$ cat config.mk
export PLATFORM = sky130hd
export DESIGN_NAME = latched_onecold_decoder
export DESIGN_NICKNAME = d
export VERILOG_FILES = /design/src/rtl/lat_dec_pkg.sv /design/src/rtl/lat_dec_ctrl.sv /design/src/rtl/lat_dec_datapath.sv /design/src/rtl/latched_onecold_decoder.sv
export SDC_FILE = /design/constraint.sdc
export NUM_CORES = 1
export LEC_CHECK = 0
export BUFFER_PORTS_ARGS = -buffer_cell sky130_fd_sc_hd__buf_4
export CORE_AREA = 2 2 39 41
export CTS_BUF_LIST = sky130_fd_sc_hd__clkbuf_4 sky130_fd_sc_hd__clkbuf_8 sky130_fd_sc_hd__clkbuf_16
export CTS_CLUSTER_SIZE = 8
export DETAILED_ROUTE_END_ITERATION = 6
export DIE_AREA = 0 0 41 43
export PLACE_DENSITY = 0.5
export SETUP_SLACK_MARGIN = 0.2
export SYNTH_ARGS = -nofsm -noshare
export SYNTH_HDL_FRONTEND = slang
export SYNTH_HIERARCHICAL = 1
export SYNTH_SLANG_ARGS = --single-unit
$ cat constraint.sdc
create_clock -name clk -period 1.06 [get_ports clk]
set_input_delay 0.159 -clock clk [delete_from_list [all_inputs] [get_ports clk]]
set_output_delay 0.159 -clock clk [all_outputs]
set_load 0.01 [all_outputs]
$ cat src/rtl/lat_dec_pkg.sv
package lat_dec_pkg;

  // Strobes passed from control to datapath each cycle.
  typedef struct packed {
    logic loadAddr;   // capture the address on this edge
    logic driveOut;   // let the decoded line go low
  } decStrobes_t;

  function automatic int unsigned lineCount(input int unsigned addrWidth);
    return 32'd1 << addrWidth;
  endfunction

endpackage

$ cat src/rtl/lat_dec_ctrl.sv
module lat_dec_ctrl
  import lat_dec_pkg::*;
(
  input  logic        latchEn,
  input  logic        enableN,
  output decStrobes_t strobes
);

  // The enable only gates the outputs; it never feeds the load path.
  always_comb begin
    strobes.loadAddr = latchEn;
    strobes.driveOut = ~enableN;
  end

endmodule

$ cat src/rtl/lat_dec_datapath.sv
module lat_dec_datapath
  import lat_dec_pkg::*;
#(
  parameter int unsigned ADDR_W = 4,
  localparam int unsigned OUT_N = 1 << ADDR_W
) (
  input  logic              clk,
  input  logic              rstN,
  input  logic [ADDR_W-1:0] addrIn,
  input  decStrobes_t       strobes,
  output logic [OUT_N-1:0]  selN
);

  logic [ADDR_W-1:0] heldAddr;
  logic [OUT_N-1:0]  hotLine;

  always_ff @(posedge clk or negedge rstN) begin
    if (!rstN) begin
      heldAddr <= '0;
    end else if (strobes.loadAddr) begin
      heldAddr <= addrIn;
    end
  end

  // One comparator per output line; the enable gate sits after the decode.
  for (genvar lineIdx = 0; lineIdx < OUT_N; lineIdx++) begin : g_line
    assign hotLine[lineIdx] = (heldAddr == ADDR_W'(lineIdx));
    assign selN[lineIdx]    = ~(hotLine[lineIdx] & strobes.driveOut);
  end

endmodule

$ cat src/rtl/latched_onecold_decoder.sv
module latched_onecold_decoder
  import lat_dec_pkg::*;
#(
  parameter int unsigned ADDR_W = 4,
  localparam int unsigned OUT_N = 1 << ADDR_W
) (
  input  logic              clk,
  input  logic              rstN,
  input  logic [ADDR_W-1:0] addrIn,
  input  logic              latchEn,
  input  logic              enableN,
  output logic [OUT_N-1:0]  selN
);

  decStrobes_t strobes;

  lat_dec_ctrl ctrl_i (
    .latchEn (latchEn),
    .enableN (enableN),
    .strobes (strobes)
  );

  lat_dec_datapath #(.ADDR_W(ADDR_W)) dp_i (
    .clk     (clk),
    .rstN    (rstN),
    .addrIn  (addrIn),
    .strobes (strobes),
    .selN    (selN)
  );

endmodule

# After elaboration in Yosys (flattened, before gate mapping)

Index checks and enable logic that the tools add are counted.
Widths: inputs -> output; s select.

Bitwise operators: 33
Equality and inequality tests: 15
Reduce and logical (&&, ||, !) cells: 1

Operators with widths:

| kind               | number |
|---|---|
| $eq 4x4->1 const B | 8 |
| $not 1->1          | 17 |
| $and 1x1->1        | 16 |
| $eq 4x3->1 const B | 4 |
| $eq 4x2->1 const B | 2 |
| $eq 4x1->1 const B | 1 |
| $logic_not 4->1    | 1 |

Register bits: 4

# Depth between registers and ports, before layout

Gate-level depths: netlist of run 1.

Depth after elaboration: 3
Mapped depth: 3

# By module

Netlist of run 1, hierarchy kept.

Modules (own cells, without submodules):

| module           | times used | area each (µm²) | cells each |
|---|---|---|---|
| lat_dec_datapath | 1          | 267.8           | 31 |
| lat_dec_ctrl     | 1          | 11.3            | 2 |

# Worst setup path after synthesis of run 1

Ideal clock, no wire load.

Path kind: reg2out
From: reg dp_i.heldAddr[2]
To: out selN[10]
Stages on the path, launching flop included: 3
Arrival time: 0.790 ns
Slack: 0.111 ns
Cell sequence: dfrtp_1 > nor3b_2 > nand3_1

Longest elaborated chain between the ends: 3

Ends and longest elaborated chain:

| what                   | RTL line                      | text |
|---|---|---|
| start, declared        | lat_dec_datapath.sv:14        | `logic [ADDR_W-1:0] heldAddr;` |
| start signal, assigned | lat_dec_datapath.sv:21        | `heldAddr <= addrIn;` |
| $eq 4x4->1             | lat_dec_datapath.sv:27        | `assign hotLine[lineIdx] = (heldAddr == ADDR_W'(lineIdx));` |
| $and 1x1->1            | lat_dec_datapath.sv:28        | `assign selN[lineIdx] = ~(hotLine[lineIdx] & strobes.driveOut);` |
| $not 1->1              | lat_dec_datapath.sv:28        |  |
| end, declared          | latched_onecold_decoder.sv:12 | `output logic [OUT_N-1:0] selN` |

No other way between the ends.

# Worst setup path in the final report of run 1

From: reg dp_i.heldAddr[2]
To: out selN[11]

The elaborated chain is that of the path after synthesis.

==> out/qor.tcl, run 1 <==
set qor(status) {finished, violations left}
set qor(failing_checks) {setup timing}
set qor(yosys.area.top_type) {dfrtp_1}
set qor(dieWidth_um) 41
set qor(setup-violations-final) 16
set qor(r2r_start) {dp_i/heldAddr[3]}
set qor(largest_register_ff_count) 4
set qor(grt_first_pass_wirelength_mm) 1.37
set qor(syn-mean-instance-area_um2) 8.46
set qor(hold_violation_total_from_the_final_report) 0
set qor(worst_ep_required_time_ps) 900
set qor(p_comb_share_pct) 39.4
set qor(vias_in_the_first_global_route) 331
set qor(timing_worst_slew_pin_value_ps) 215
set qor(cts_buffers) 3
set qor(area_growth_syn_to_layout_pct) 151
set qor(core_footprint_um2) 1380
set qor(min_path_type) {input pin to flop}
set qor(die_area_um2) 1760
set qor(grt_util_all_layers_pct) 11.8
set qor(route.detailed.vias_per_inst) 4.24
set qor(power_switching_uw) 174
set qor(rr_endpoint) {dp_i/heldAddr[3]}
set qor(synth_fp_nets) 41
set qor(crit_path_cell_trace) {and3b_2 > nand3_2 > buf_6}
set qor(cap_viol_max_count) 0
set qor(timing.critical_path.from_type) {flop}
set qor(ff2ff_setup_slack_ps) 10
set qor(power.static_leakage_nw) 0.318
set qor(grt_start_max_net_pins) 6
set qor(yosys-top-cells-area) {dfrtp_1, mux2_2, nand2_1, nand3_1, and2b_2}
set qor(worst_setup_path_end_kind) {output port}
set qor(detail-route-antenna-nets) 0
set qor(clkLatencyLatePin_ps) 230
set qor(period_share_pct) 128
set qor(detail_route.drc_violations) 0
set qor(routed_wire_length_per_instance_um) 11.4
set qor(final.setup.tns_ps) -4050
set qor(worst_case_vdd_ir_drop_uv) 602
set qor(reg.largest.list) {dp_i/heldAddr x4}
set qor(final_net_count) 77
set qor(pnr_worst_setup_slack_ps) -293
set qor(worst_r2r_path_depth) 3
set qor(cts.sink_count) 4
set qor(antenna_diode_instance_count) 0
set qor(post_synthesis_sequential_area_ratio_pct) 35.9
set qor(clock_tree_from_tritoncts) {done}
set qor(std_cell_rows) 14
set qor(crit_start) {dp_i/heldAddr[2]}
set qor(die_h_um) 43
set qor(fmaxAchievable_mhz) 739
set qor(finalMaxSlewViolations) 0
set qor(power_report.internal_total_uw) 452
set qor(finalCriticalPeriod_ps) 1350
set qor(synth_cells) 33
set qor(design.portCount) 24
set qor(yosys_warnings) 6
set qor(synth_cell_types) 11
set qor(wirelength_um) 945
set qor(worstSetupEndpoint) {selN[11]}
set qor(clk_pin_slew_ps) 40
set qor(drt_pass1_iterations) 1
set qor(worstSetupPathType) {flop to output port}
set qor(worst_clock_skew_ps) 0
set qor(worstPathMaxFanout) 5
set qor(ys_ff_latch) 4
set qor(drt_iter0_drc) 0
set qor(setup_repair_after_global_routing_missed_its_margin) {true}
set qor(initial_cell_density_of_the_core_pct) 20.2
set qor(cp_data_arrival_time_ps) 1190
set qor(synth_largest_type_area_fraction_pct) 35.9
set qor(globalRoute.totalOverflow) 0
set qor(p_seq_share_pct) 31.5
set qor(maxSlewHeadroom_pct) 85.6
set qor(cts-root-to-sink-buffers) 2
set qor(num_vias) 352
set qor(buffer_cell_driving_the_clock_tree_root) {clkbuf_4}
set qor(htree_num_levels) 1
set qor(io_buffers) 23
set qor(initial_antenna_violation_count) 0
set qor(synth.cell_area_um2) 279
set qor(place_congestion) 0.619
set qor(switching_fraction_of_total_power_pct) 27.9
set qor(timing.critical_path.slowest_stage_cell) {dfrtp_1}
set qor(clkPwrFrac_pct) 29.1
set qor(critical_path.max_stage_delay_ps) 420
set qor(post-layout-total-power_uw) 626
set qor(final_layout_size_suffix_gt1_share_pct) 86.6
set qor(total_power_density_per_cell_area_nw_per_um2) 895
set qor(max_flop_register) {dp_i/heldAddr}
==> synth_stat cells, drive strengths merged <==
| library cell | count |
|---|---|
| and3b | 2 |
| nand2 | 12 |
| nor2 | 1 |
| and3 | 1 |
| mux2 | 4 |
| dfrtp | 4 |
| buf | 1 |
| nor3b | 1 |
| nand3 | 4 |
| inv | 1 |
| and2b | 2 |
==> per-layer routing <==
layer / track usage [%] / part of all wire, %
met1: 11.4 / 40
met2: 20.0 / 55
met3: 3.14 / 5.6
met4: 8.00 / 0
met5: 0 / 0
==> layout by cell type, fill, tap and decap left out, drive strengths merged <==
cell type    synthesis  final
nor3b                1      1
mux2                 4      4
nor2                 1      1
and3b                2      2
clkbuf               0      3
inv                  1      1
and2b                2      2
dfrtp                4      4
dlygate4sd3          0      1
and3                 1      1
buf                  1     31
nand3                4      4
nand2               12     12
==> cell families (layout without fill, tap and decap cells) <==
kind of cell	after synthesis	count (layout)	synth area share, %
AND/OR/NAND/NOR	23	23	43.9
flip-flops	4	4	35.9
multiplexers	4	4	16.1
buffers and inverters	2	36	4.04
==> worst min-delay path by stage <==
| stage | to | start | depth (start not counted) |
|---|---|---|---|
| after floorplan | dp_i/heldAddr[0] | rstN | 0 |
| after global placement | dp_i/heldAddr[3] | rstN | 1 |
| after detailed placement | dp_i/heldAddr[3] | rstN | 1 |
| after CTS | dp_i/heldAddr[0] | addrIn[0] | 2 |
| after global routing | dp_i/heldAddr[0] | addrIn[0] | 2 |
| final | dp_i/heldAddr[0] | addrIn[0] | 2 |
==> final cells by class <==
class / instances / area, um2
Sequential cell: 4 / 104
Clock buffer: 3 / 22.5
Inverter: 1 / 3.75
Timing Repair Buffer: 32 / 323
Multi-Input combinational cell: 27 / 226
Fill cell: 145 / 684
Tap cell: 16 / 20.0
==> worst max-delay path, delay by kind of cell (launching register included) <==
| kind | cells | cell delay (ps) |
|---|---|---|
| AND/OR/NAND/NOR | 2 | 420 |
| buffers and inverters | 1 | 130 |
| flip-flops | 1 | 420 |
==> power by group through the flow <==
stage	clock network (mW)	logic [mW]	registers [mW]
after CTS	0.195	0.205	0.193
after global placement	0	0.165	0.187
after floorplan	0	0.0801	0.190
final	0.182	0.247	0.197
after detailed placement	0	0.165	0.189
after global routing	0.205	0.263	0.200
==> per-stage QoR <==
step                std cells  util [%]  instance area [um2]  setup WS, ps  hold WS (ps)
global route               83      50.5                  699          -339           155
finish                     83      50.5                  699          -293           164
floorplan                  33         -                  299           114          -137
global placement           75      37.2                  514         -34.8         -42.8
detailed placement         75      37.2                  514          -106         -42.9
CTS                        80      46.0                  637          -308           153
==> what timing repair did <==
| action | CTS | global route |
|---|---|---|
| resized for setup | 22 | 10 |
| endpoints found under the setup margin | 18 | 19 |
| pin swaps | 9 | 5 |
| setup buffers | 1 | 3 |
| hold buffers | 1 | 0 |
| hold endpoints to repair | 4 | 0 |
Note: power is estimated with default switching activity, not from simulation.
==> run 2, diff against run 1 <==
SETUP_SLACK_MARGIN = 0.3   (was 0.2)
==> run 2 against run 1 <==
  * The run still ends with setup timing left
  * Global-route usage is 0.49 points lower
  * Critical path depth stayed put
  * Total power is 2.2% lower
  * Worst hold slack worse by 6.9 ps
  * Critical endpoint is now selN[14]
  * Largest cell class unchanged
  * Largest power group unchanged
  * Highest routed layer unchanged
==> out/qor.tcl, run 2 (synthesis gave the netlist of run 1 again) <==
set qor(status) {finished, violations left} ;# unchanged
set qor(failing_checks) {setup timing} ;# unchanged
set qor(maxSlewHeadroom_pct) 85.5 ;# was 85.6%
set qor(finalCriticalPeriod_ps) 1360 ;# was 1350 ps
set qor(htree_num_levels) 1 ;# unchanged
set qor(holdWs_ps) 158 ;# was 164 ps
set qor(num_vias) 342 ;# was 352
set qor(cp_data_arrival_time_ps) 1200 ;# was 1190 ps
set qor(finish.cell_count_without_fillers) 82 ;# was 83
set qor(total_power_density_per_cell_area_nw_per_um2) 889 ;# was 895 nW/um2
set qor(core_footprint_um2) 1380 ;# unchanged
set qor(timing.critical_path.buf_inv) 1 ;# unchanged
set qor(route.detailed.vias_per_inst) 4.17 ;# was 4.24
set qor(detail_route.drc_violations) 0 ;# unchanged
set qor(p_comb_share_pct) 36.9 ;# was 39.4%
set qor(largest_register_ff_count) 4 ;# unchanged
set qor(cts.sink_count) 4 ;# unchanged
set qor(buffer_cell_driving_the_clock_tree_root) {clkbuf_4} ;# unchanged
set qor(vias_in_the_first_global_route) 342 ;# was 331
set qor(globalRoute.totalOverflow) 0 ;# unchanged
set qor(grt_first_pass_wirelength_mm) 1.34 ;# was 1.37 mm
set qor(routed_wire_length_per_instance_um) 10.3 ;# was 11.4 um
set qor(place_congestion) 0.620 ;# was 0.619
set qor(post-layout-total-power_uw) 612 ;# was 626 uW
set qor(std_cell_rows) 14 ;# unchanged
set qor(setup_repair_after_global_routing_missed_its_margin) {true} ;# unchanged
set qor(layout.cells.most_common) {buf_6} ;# unchanged
set qor(worstSetupPathType) {flop to output port} ;# unchanged
set qor(detail-route-antenna-nets) 0 ;# unchanged
set qor(crit_family) {flip-flops} ;# was simple AND/OR/NAND/NOR gates
set qor(antenna_diode_instance_count) 0 ;# unchanged
set qor(post-route-cell-area_um2) 688 ;# was 699 um2
set qor(cap_viol_max_count) 0 ;# unchanged
set qor(power_report.internal_total_uw) 437 ;# was 452 uW
set qor(clk_pin_slew_ps) 40 ;# about the same
set qor(initial_cell_density_of_the_core_pct) 20.2 ;# unchanged
set qor(die_area_um2) 1760 ;# unchanged
set qor(max_flop_register) {dp_i/heldAddr} ;# unchanged
set qor(drt_iter0_drc) 1 ;# was 0
set qor(clock_tree_from_tritoncts) {done} ;# unchanged
set qor(dp_worst_setup_slack_ps) -80.4 ;# was -106 ps
set qor(area_growth_syn_to_layout_pct) 147 ;# was 151%
set qor(clkPwrFrac_pct) 30.4 ;# was 29.1%
set qor(pnr_worst_setup_slack_ps) -300 ;# was -293 ps
set qor(worstPathMaxFanout) 5 ;# unchanged
set qor(io_buffers) 23 ;# unchanged
set qor(hold_violation_total_from_the_final_report) 0 ;# unchanged
set qor(period_share_pct) 128 ;# about the same
set qor(timing.critical_path.from_type) {flop} ;# unchanged
set qor(worst_ep_required_time_ps) 900 ;# about the same
set qor(critical_path.max_stage_delay_ps) 430 ;# was 420 ps
set qor(crit_path_cell_trace) {and3b_2 > nand3_2 > buf_6} ;# unchanged
set qor(initial_antenna_violation_count) 0 ;# unchanged
set qor(worst_setup_path_end_kind) {output port} ;# unchanged
set qor(detailed_place_hpwl_um) 636
set qor(min_path_type) {input pin to flop} ;# unchanged
set qor(power_switching_uw) 175 ;# was 174 uW
set qor(wirelength_um) 843 ;# was 945 um
set qor(switching_fraction_of_total_power_pct) 28.6 ;# was 27.9%
set qor(worst_clock_skew_ps) 0 ;# unchanged
set qor(clkLatencyLatePin_ps) 230 ;# about the same
set qor(layout.cells.most_common_list) {buf_6, buf_4, nand2_2} ;# unchanged
set qor(final_layout_size_suffix_gt1_share_pct) 90.9 ;# was 86.6%
set qor(cts_buffers) 3 ;# unchanged
set qor(fmaxAchievable_mhz) 735 ;# was 739 MHz
set qor(power.static_leakage_nw) 0.304 ;# was 0.318 nW
set qor(cts-root-to-sink-buffers) 2 ;# unchanged
set qor(finalMaxSlewViolations) 0 ;# unchanged
set qor(grt_util_all_layers_pct) 11.3 ;# was 11.8%
set qor(worst_case_vdd_ir_drop_uv) 480 ;# was 602 uV
set qor(die_h_um) 43 ;# unchanged
set qor(p_seq_share_pct) 32.7 ;# was 31.5%
set qor(dieWidth_um) 41 ;# unchanged
set qor(timing_worst_slew_pin_value_ps) 217 ;# was 215 ps
set qor(setup-violations-final) 16 ;# unchanged
set qor(grt_start_max_net_pins) 6 ;# unchanged
set qor(post-place-cells) 75 ;# unchanged
set qor(design.portCount) 24 ;# unchanged
set qor(final.setup.tns_ps) -4010 ;# was -4050 ps
set qor(final_net_count) 76 ;# was 77
set qor(drt_pass1_iterations) 3 ;# was 1
set qor(timing.critical_path.slowest_stage_cell) {dfrtp_2} ;# was dfrtp_1
set qor(postPlaceCellArea_um2) 514 ;# unchanged
set qor(postLayoutCoreUtil_pct) 49.7 ;# was 50.5%
set qor(reg.largest.list) {dp_i/heldAddr x4} ;# unchanged
-- run 2: cell count changes in the layout (fill, tap and decap cells not counted), sizes merged --
cell  previous run  this run
buf             31        30
-- run 2: cell type report --
| cell class | count | area (um2) |
|---|---|---|
| well taps | 16 | 20.0 |
| fillers | 137 | 696 |
| repair buffers | 31 | 303 |
| inverters | 1 | 3.75 |
| flip-flops and latches | 4 | 105 |
| clock buffers | 3 | 22.5 |
| multi-input cells | 27 | 234 |
-- run 2: path summary, 6_finish.rpt --
path / start / to / slack (ps) / cells past startpoint
hold reg to reg: dp_i/heldAddr[2] / dp_i/heldAddr[2] / 590 / 1
setup / recovery: dp_i/heldAddr[0] / selN[14] / -300 / 3
max in group asynchronous: rstN / dp_i/heldAddr[0] / 700 / 2
hold / removal: addrIn[3] / dp_i/heldAddr[3] / 160 / 2
setup reg to reg: dp_i/heldAddr[1] / dp_i/heldAddr[1] / 120 / 2
min in group asynchronous: rstN / dp_i/heldAddr[3] / 260 / 2
-- run 2: timing repair --
item	in CTS	in global routing
hold buffers	1	0
buffers inserted	3	0
resized for setup	18	17
pin swaps	5	9
hold endpoints to repair	4	0
setup endpoints to repair	20	20
-- run 2: power groups by stage --
| stage | clock, mW | combinational [mW] | sequential (mW) |
|---|---|---|---|
| finish | 0.186 | 0.226 | 0.200 |
| global route | 0.208 | 0.246 | 0.203 |
| CTS | 0.197 | 0.209 | 0.191 |
| detailed placement | 0 | 0.163 | 0.190 |
| global placement | 0 | 0.162 | 0.190 |
| floorplan | 0 | 0.0801 | 0.190 |
-- run 2: layer usage --
layer / part of all wire [%] / track usage (%)
met5: 0 / 0
met4: 0 / 8.00
met3: 7.2 / 2.09
met2: 51 / 17.5
met1: 42 / 13.1
